## src/rtl/pscl_timer8_pkg.sv

```systemverilog
package pscl_timer8_pkg;
  // number of instruction ticks for which counting stays blocked after a load
  localparam int unsigned INHIBIT_TICKS = 2;
  // depth of the external input synchroniser
  localparam int unsigned SYNC_DEPTH = 2;

  typedef enum logic {
    SRC_TICK = 1'b0,
    SRC_EXT  = 1'b1
  } clk_src_e;
endpackage

```

## src/rtl/pscl_edge_sync.sv

```systemverilog
module pscl_edge_sync #(
  parameter int unsigned STAGES = 2
) (
  input  logic clk,
  input  logic rst_n,
  input  logic din_i,
  input  logic fall_sel_i,
  output logic edge_o
);
  // q[STAGES-1:0] form the synchroniser, q[STAGES] holds the previous level
  logic [STAGES:0] q_q;
  logic [STAGES:0] q_d;
  logic            lvl_now;
  logic            lvl_prev;

  always_comb begin
    q_d = {q_q[STAGES-1:0], din_i};
  end

  always_ff @(posedge clk or negedge rst_n) begin
    if (!rst_n) q_q <= '0;
    else        q_q <= q_d;
  end

  assign lvl_now  = q_q[STAGES-1];
  assign lvl_prev = q_q[STAGES];
  assign edge_o   = fall_sel_i ? (~lvl_now & lvl_prev) : (lvl_now & ~lvl_prev);
endmodule

```

## src/rtl/pscl_prescaler.sv

```systemverilog
module pscl_prescaler #(
  parameter int unsigned SEL_W = 3
) (
  input  logic             clk,
  input  logic             rst_n,
  input  logic             clr_i,
  input  logic             evt_i,
  input  logic [SEL_W-1:0] sel_i,
  output logic             pulse_o
);
  localparam int unsigned PW = 1 << SEL_W;

  logic [PW-1:0] cnt_q;
  logic [PW-1:0] cnt_d;
  logic [PW-1:0] mask;

  // mask selects the low (sel+1) bits that must all be one for a pulse
  for (genvar i = 0; i < PW; i++) begin : g_mask
    assign mask[i] = (i <= int'(sel_i));
  end

  assign pulse_o = evt_i & (&(cnt_q | ~mask));

  always_comb begin
    cnt_d = cnt_q;
    if (clr_i)      cnt_d = '0;
    else if (evt_i) cnt_d = cnt_q + {{(PW-1){1'b0}}, 1'b1};
  end

  always_ff @(posedge clk or negedge rst_n) begin
    if (!rst_n) cnt_q <= '0;
    else        cnt_q <= cnt_d;
  end
endmodule

```

## src/rtl/pscl_inhibit.sv

```systemverilog
module pscl_inhibit #(
  parameter int unsigned N = 2
) (
  input  logic clk,
  input  logic rst_n,
  input  logic load_i,
  input  logic tick_i,
  output logic block_o
);
  localparam int unsigned IW = $clog2(N + 1);

  logic [IW-1:0] cnt_q;
  logic [IW-1:0] cnt_d;

  assign block_o = (cnt_q != '0);

  always_comb begin
    cnt_d = cnt_q;
    if (load_i)                cnt_d = IW'(N);
    else if (tick_i && block_o) cnt_d = cnt_q - {{(IW-1){1'b0}}, 1'b1};
  end

  always_ff @(posedge clk or negedge rst_n) begin
    if (!rst_n) cnt_q <= '0;
    else        cnt_q <= cnt_d;
  end
endmodule

```

## src/rtl/pscl_timer8.sv

```systemverilog
module pscl_timer8
  import pscl_timer8_pkg::*;
#(
  parameter int unsigned CNT_W     = 8,
  parameter int unsigned PSC_SEL_W = 3,
  parameter int unsigned INHIBIT_N = INHIBIT_TICKS,
  parameter int unsigned SYNC_N    = SYNC_DEPTH
) (
  input  logic                 clk,
  input  logic                 rst_n,
  input  logic                 tick_i,
  input  logic                 ext_clk_i,
  input  logic                 src_ext_i,
  input  logic                 edge_fall_i,
  input  logic                 psc_to_wdt_i,
  input  logic [PSC_SEL_W-1:0] psc_sel_i,
  input  logic                 wr_en_i,
  input  logic [CNT_W-1:0]     wr_data_i,
  output logic [CNT_W-1:0]     count_o,
  output logic                 ovf_flag_o,
  input  logic                 ovf_clr_i,
  input  logic                 wdt_src_i,
  output logic                 wdt_pulse_o
);
  localparam logic [CNT_W-1:0] CNT_MAX = '1;
  localparam logic [CNT_W-1:0] CNT_ONE = {{(CNT_W-1){1'b0}}, 1'b1};

  // reset synchroniser: asserts at once, releases on the clock
  logic [1:0] rst_pipe_q;
  logic       rst_sync_n;

  always_ff @(posedge clk or negedge rst_n) begin
    if (!rst_n) rst_pipe_q <= '0;
    else        rst_pipe_q <= {rst_pipe_q[0], 1'b1};
  end
  assign rst_sync_n = rst_pipe_q[1];

  clk_src_e   src_sel;
  logic       ext_edge;
  logic       blocked;
  logic       src_evt;
  logic       gated_evt;
  logic       psc_in;
  logic       psc_out;
  logic       cnt_evt;
  logic       inc_en;
  logic       wrap;
  logic [CNT_W-1:0] cnt_q;
  logic [CNT_W-1:0] cnt_d;
  logic       flag_q;
  logic       flag_d;

  assign src_sel = clk_src_e'(src_ext_i);

  pscl_edge_sync #(.STAGES(SYNC_N)) u_edge (
    .clk       (clk),
    .rst_n     (rst_sync_n),
    .din_i     (ext_clk_i),
    .fall_sel_i(edge_fall_i),
    .edge_o    (ext_edge)
  );

  pscl_inhibit #(.N(INHIBIT_N)) u_inh (
    .clk    (clk),
    .rst_n  (rst_sync_n),
    .load_i (wr_en_i),
    .tick_i (tick_i),
    .block_o(blocked)
  );

  assign src_evt   = (src_sel == SRC_EXT) ? ext_edge : tick_i;
  assign gated_evt = src_evt & ~blocked;
  assign psc_in    = psc_to_wdt_i ? wdt_src_i : gated_evt;

  pscl_prescaler #(.SEL_W(PSC_SEL_W)) u_psc (
    .clk    (clk),
    .rst_n  (rst_sync_n),
    .clr_i  (wr_en_i),
    .evt_i  (psc_in),
    .sel_i  (psc_sel_i),
    .pulse_o(psc_out)
  );

  assign cnt_evt     = psc_to_wdt_i ? gated_evt : psc_out;
  assign wdt_pulse_o = psc_to_wdt_i ? psc_out : wdt_src_i;

  // counter next state: a load wins over an increment
  always_comb begin
    inc_en = cnt_evt & ~wr_en_i;
    wrap   = inc_en & (cnt_q == CNT_MAX);
    cnt_d  = cnt_q;
    if (wr_en_i)     cnt_d = wr_data_i;
    else if (inc_en) cnt_d = cnt_q + CNT_ONE;
    flag_d = wrap | (flag_q & ~ovf_clr_i);
  end

  always_ff @(posedge clk or negedge rst_sync_n) begin
    if (!rst_sync_n) begin
      cnt_q  <= '0;
      flag_q <= 1'b0;
    end else begin
      cnt_q  <= cnt_d;
      flag_q <= flag_d;
    end
  end

  assign count_o    = cnt_q;
  assign ovf_flag_o = flag_q;
endmodule

```

## config.mk

```make
export PLATFORM = sky130hd
export DESIGN_NAME = pscl_timer8
export DESIGN_NICKNAME = d
export VERILOG_FILES = /design/src/rtl/pscl_timer8_pkg.sv /design/src/rtl/pscl_edge_sync.sv /design/src/rtl/pscl_prescaler.sv /design/src/rtl/pscl_inhibit.sv /design/src/rtl/pscl_timer8.sv
export SDC_FILE = /design/constraint.sdc
export NUM_CORES = 1
export LEC_CHECK = 0
export ABC_CLOCK_PERIOD_IN_PS = 1300
export BUFFER_PORTS_ARGS = -buffer_cell sky130_fd_sc_hd__buf_4
export CAP_MARGIN = 20
export CORE_UTILIZATION = 53
export CTS_CLUSTER_DIAMETER = 50
export DETAILED_ROUTE_END_ITERATION = 7
export GPL_TIMING_DRIVEN = 0
export PLACE_DENSITY = 0.79
export RECOVER_POWER = 100
export SLEW_MARGIN = 10
export SYNTH_ARGS = -nofsm -noshare
export SYNTH_HDL_FRONTEND = slang
export SYNTH_SLANG_ARGS = --single-unit
```

## constraint.sdc

```tcl
create_clock -name clk -period 1.3 [get_ports clk]
set_input_delay 0.065 -clock clk [delete_from_list [all_inputs] [get_ports clk]]
set_output_delay 0.065 -clock clk [all_outputs]
set_load 0.05 [all_outputs]
```

After elaboration in Yosys (flattened, before gate mapping)
Cells that the tools add are included.

storage, ports and cells
  register bits = 24
  input bits = 21
  output and inout port bits = 10
  word-level logic and storage cells = 49

cells by class
  add/sub/neg operators = 3
  order comparisons = 7
  equality and inequality tests = 1
  muxes and demuxes = 11
  bitwise gates (word level) = 15
  reductions and logical operators = 6

operators with widths
  cell                 count
  $mux 8               4
  $add 8x1->8 const B  2
  $le 3x3->1 const A   4
  $eq 8x8->1 const B   1
  $not 8->8            1
  $or 8x8->8           1
  $reduce_and 8->1     1
  $reduce_bool 2->1    4
  $and 1x1->1          7
  $le 2x3->1 const A   2
  $mux 1               5
  $not 1->1            5
  $mux 2               2
  $le 1x3->1 const A   1
  $sub 2x1->2 const B  1
  $logic_and 1x1->1    1
  $or 1x1->1           1

Logic depth before layout (Yosys ltp)
  depth in word-level cells = 11
  mapped depth = 7
  gate-level depth less buffers = 7

Cells and area by module
A second synthesis with hierarchy kept.

second synthesis, totals
  cell total of the unflattened synthesis = 136
  area total of the unflattened synthesis = 1327.5 µm²

modules (own cells, without submodules)
  module          instances  cells each  area an instance (µm²)  seq. area each (µm²)
  pscl_timer8     1          71          656.9                   275.3
  pscl_prescaler  1          46          444.2                   200.2
  pscl_inhibit    1          13          128.9                   50.0
  pscl_edge_sync  1          6           97.6                    75.1

Worst setup path after synthesis
OpenSTA, ideal clock, no wires.

  path type = register to output
  start point = register u_psc.cnt_q[3]
  end point = output wdt_pulse_o
  arrival time = 2.177 ns
  required time = 1.235 ns
  path slack = -0.942 ns
  cell stages (with the launch flop) = 5
  buffers on the path = 0
  cells stage by stage = dfrtp_1 nand4bb_1 o2111ai_1 or3_1 a21boi_0

on the way
  word-level cells in the longest chain between the ends = 4

ends and longest elaborated chain
  item                    line                  RTL
  start, declared         pscl_prescaler.sv:13  logic [PW-1:0] cnt_q;
  start signal, assigned  pscl_prescaler.sv:32  else cnt_q <= cnt_d;
  $or 8x8->8              pscl_prescaler.sv:22  assign pulse_o = evt_i & (&(cnt_q | ~mask));
  $reduce_and 8->1        pscl_prescaler.sv:22
  $and 1x1->1             pscl_prescaler.sv:22
  $mux 1                  pscl_timer8.sv:85     assign wdt_pulse_o = psc_to_wdt_i ? psc_out : wdt_src_i;
  end, declared           pscl_timer8.sv:23     output logic wdt_pulse_o

No other way between the ends.

Worst setup path in the final report
  start point = register u_edge.q_q[2]
  end point = register u_psc.cnt_q[5]

on the way
  word-level cells in the longest chain between the ends = 7
  elaborated cells between the ends (all ways) = 8
  those cells by class = mux (3); bitwise (4); reduce/logical (1)

ends and longest elaborated chain
  item                                  line                  RTL
  start, declared                       pscl_edge_sync.sv:11  logic [STAGES:0] q_q;
  start signal, assigned                pscl_edge_sync.sv:22  else q_q <= q_d;
  $not 1->1                             pscl_edge_sync.sv:27  assign edge_o = fall_sel_i ? (~lvl_now & lvl_prev) : (lvl_now & ~lvl_prev);
  $and 1x1->1                           pscl_edge_sync.sv:27
  $mux 1 *                              pscl_edge_sync.sv:27
  $mux 1 *                              pscl_timer8.sv:71     assign src_evt = (src_sel == SRC_EXT) ? ext_edge : tick_i;
  $and 1x1->1 *                         pscl_timer8.sv:72     assign gated_evt = src_evt & ~blocked;
  $mux 1 *                              pscl_timer8.sv:73     assign psc_in = psc_to_wdt_i ? wdt_src_i : gated_evt;
  $reduce_bool 2->1 (no source line) *  --

Mark *: on every way between the ends. The rest lies on a longest branch, timed or not.
A chain may end at the register's enable or synchronous reset.

==> impl_metrics.yaml <==
cts:
  cts_root_buffer: "clkbuf_4"
  cts_tree: "done"
  clk_pin_slew_worst_paths_ps: 140
  numCtsBuffers: 3
  cts.sinks: 24
  clk_latency_ps: 320
  clockBufferDepth: 2
  ctsHtreeMaxLevel: 1
timing:
  finalCritPeriodShare_pct: 161.1
  tightest_slew_ps: 881.7
  finalMaxSlewViolations: 0
  worst_clock_skew_ps: 10.79
  worst_slack_ps: -793.7
  finalCriticalPeriod_ps: 2094
  rsz0062_at_grt: "yes"
  slew_headroom_pct: 41.22
  tns_ps: -12430
  setup_viol: 18
  hold_viol: 0
  max_freq_mhz: 477.6
logic_synthesis:
  synth_top_area_cell: "dfrtp_1"
  synth_edf_count: 0
  syn_avg_cell_area_um2: 9.319
  yosys_warnings: 0
  async_reset_ff_share_pct: 100.0
  netlist_instances: 145
  synthDistinctLibCells: 45
  synth_top_area_share_pct: 44.44
  synth_ff_type: "dfrtp_1"
  ys_ff_latch: 24
  synth_area_leaders: "dfrtp_1, o21ai_0, nor2_1"
  syn_area_um2: 1351
  syn_nets: 169
  ys_seq_area_share_pct: 44.44
worst_setup_path:
  rr_endpoint: "u_psc.cnt_q[5]$_DFFE_PN0P_"
  worstSetupPathType: "reg -> reg"
  crit_slowest_cell: "dfrtp_1"
  rr_startpoint: "u_edge.q_q[2]$_DFF_PN0_"
  path_cells: "or3b_4, buf_4, a311oi_4, buf_6, o2111ai_2, xor2_1, nor2_1"
  cp.depth: 7
  cp-end-kind: "flip-flop"
  cp-endpoint: "u_psc.cnt_q[5]$_DFFE_PN0P_"
  path_buf_inv: 2
  crit_required_ps: 1480
  critPathTopFamily: "simple AND/OR/NAND/NOR gates"
  startpoint: "u_edge.q_q[2]$_DFF_PN0_"
  rrSetupSlack_ps: -790
  critical_path.max_fanout: 5
  reg2regPathDepth: 7
  critPathLaunchType: "flip-flop"
  cp.arrival_ps: 2280
  max_stage_delay_ps: 440
floorplanning:
  coreArea_um2: 2297
  dieArea_um2: 2756
  start_util_pct: 58.82
  die_x_um: 52.50
  io-pin-count: 31
  rows: 17
  fp.dieH_um: 52.50
final_layout:
  nets: 228
  final_cells: 231
  final_cell_mix: "buf_4, dfrtp_1, nor2_1"
  layout_commonest_cell: "buf_4"
  drive_gt1_share_pct: 41.38
  diodes: 0
  synthToLayoutAreaGrowth_pct: 49.07
  stdcell_area_um2: 2014
routing:
  firstDrtPassIters: 5
  via_per_inst: 6.740
  vias: 1557
  routed_wl_um: 4927
  ant_nets: 0
  drc: 0
  drtIter0Drc: 129
  wl_per_cell_um: 21.33
placement:
  post_dp_cell_area_um2: 1622
  pre_cts_slack_ps: -769.6
  io_buffers: 30
  dpl.cell_count: 203
  gp_congestion: 0.8690
  dp_hpwl_um: 2404
grt:
  grt.total_usage_pct: 33.19
  grt.overflow.total: 0
  grt_pass1_wl_um: 6548
  antenna_found_initial: 0
  grt_pass1_vias: 1343
  grt_start_max_net_pins: 23
min_path:
  hold_path_class: "in -> async"
outcome:
  violations: "negative setup slack"
  outcome: "finished, violations left"
pwr:
  power.density_nw_per_um2: 885.5
  power_uw: 1784
  ir_worst_vdd_v: 0.001074
  p_leak_uw: 0.0008581
run:
  maxCapViolCount: 0
-- timing repair --
| item | CTS | global route |
|---|---|---|
| pin swaps | 19 | 16 |
| endpoints found under the hold margin | 6 | 0 |
| hold buffers | 5 | 0 |
| setup endpoints to repair | 18 | 18 |
| buffers inserted | 16 | 3 |
| resized for setup | 29 | 16 |
-- cell families (layout without fill, tap and decap cells) --
family                     after synthesis  in the layout  synth area share [%]
and+or+nand+nor                         60             60                 23.80
DFF                                     24             24                 44.44
other                                    1              1                0.2775
buffers and inverters                    9             67                 2.499
adders and majority gates                3              3                 2.778
xor gates and xnor gates                 6              6                 3.889
AOI/OAI and AO/OA                       42             42                 22.32
-- cells in the mapped netlist, types with 2 or more instances --
master     count
dfrtp_1       24
nor2_1        16
o21ai_0       13
nand2_1       12
a21oi_1        6
inv_1          6
nand3_1        5
or3_1          5
xor2_1         5
a31oi_1        4
and3_1         3
ha_1           3
nand2b_1       3
nor3_1         3
o2111ai_1      3
and2_1         2
o211ai_1       2
o31a_1         2
or4_2          2
-- layer usage --
metal,up-vias,track usage [%],routed length (µm)
met5,-,0,0
met1,719,43.44,1825
met4,0,9.649,272
met3,42,5.217,506
met2,145,56.12,2322
li1,651,-,-
-- worst min path at each step --
stage,startpoint,end,slack [ps],cells past startpoint
6_report,rst_n,rst_pipe_q[0]$_DFF_PN0_,50,2
5_1_grt,wr_data_i[6],count_o[6]$_DFFE_PN0P_,40,3
4_1_cts,wr_data_i[0],count_o[0]$_DFFE_PN0P_,30,3
2_1_floorplan,rst_n,rst_pipe_q[0]$_DFF_PN0_,-230,0
3_3_place_gp,rst_n,rst_pipe_q[1]$_DFF_PN0_,-150,1
3_5_place_dp,rst_n,rst_pipe_q[0]$_DFF_PN0_,-150,1
-- power breakdown --
part	internal, µW	switching (µW)
logic	218	341
registers	797	74.3
clock network	120	234
total	1130	649
-- through the flow --
step | hold slack [ps] | utilization, %
3_3_place_gp | -153.5 | 70.59
4_1_cts | 27.44 | 84.20
6_report | 48.56 | 87.69
5_1_grt | 35.76 | 87.69
3_5_place_dp | -150.6 | 70.59
2_1_floorplan | -230.6 | -
-- registers in the layout, summed over array words and instances (netlist names) --
name	flops
rst_pipe_q	2
count_o	8
u_inh.cnt_q	2
u_edge.q_q	3
ovf_flag_o	1
u_psc.cnt_q	8
-- final cells by class --
class / count / area, µm²
Timing Repair Buffer: 54 / 410.4
Inverter: 7 / 26.28
Tap cell: 28 / 35.03
Multi-Input combinational cell: 112 / 904.6
Buffer: 2 / 7.507
Clock buffer: 4 / 26.28
Fill cell: 120 / 282.8
Sequential cell: 24 / 604.3
Note: power is estimated with default switching activity, not from simulation.
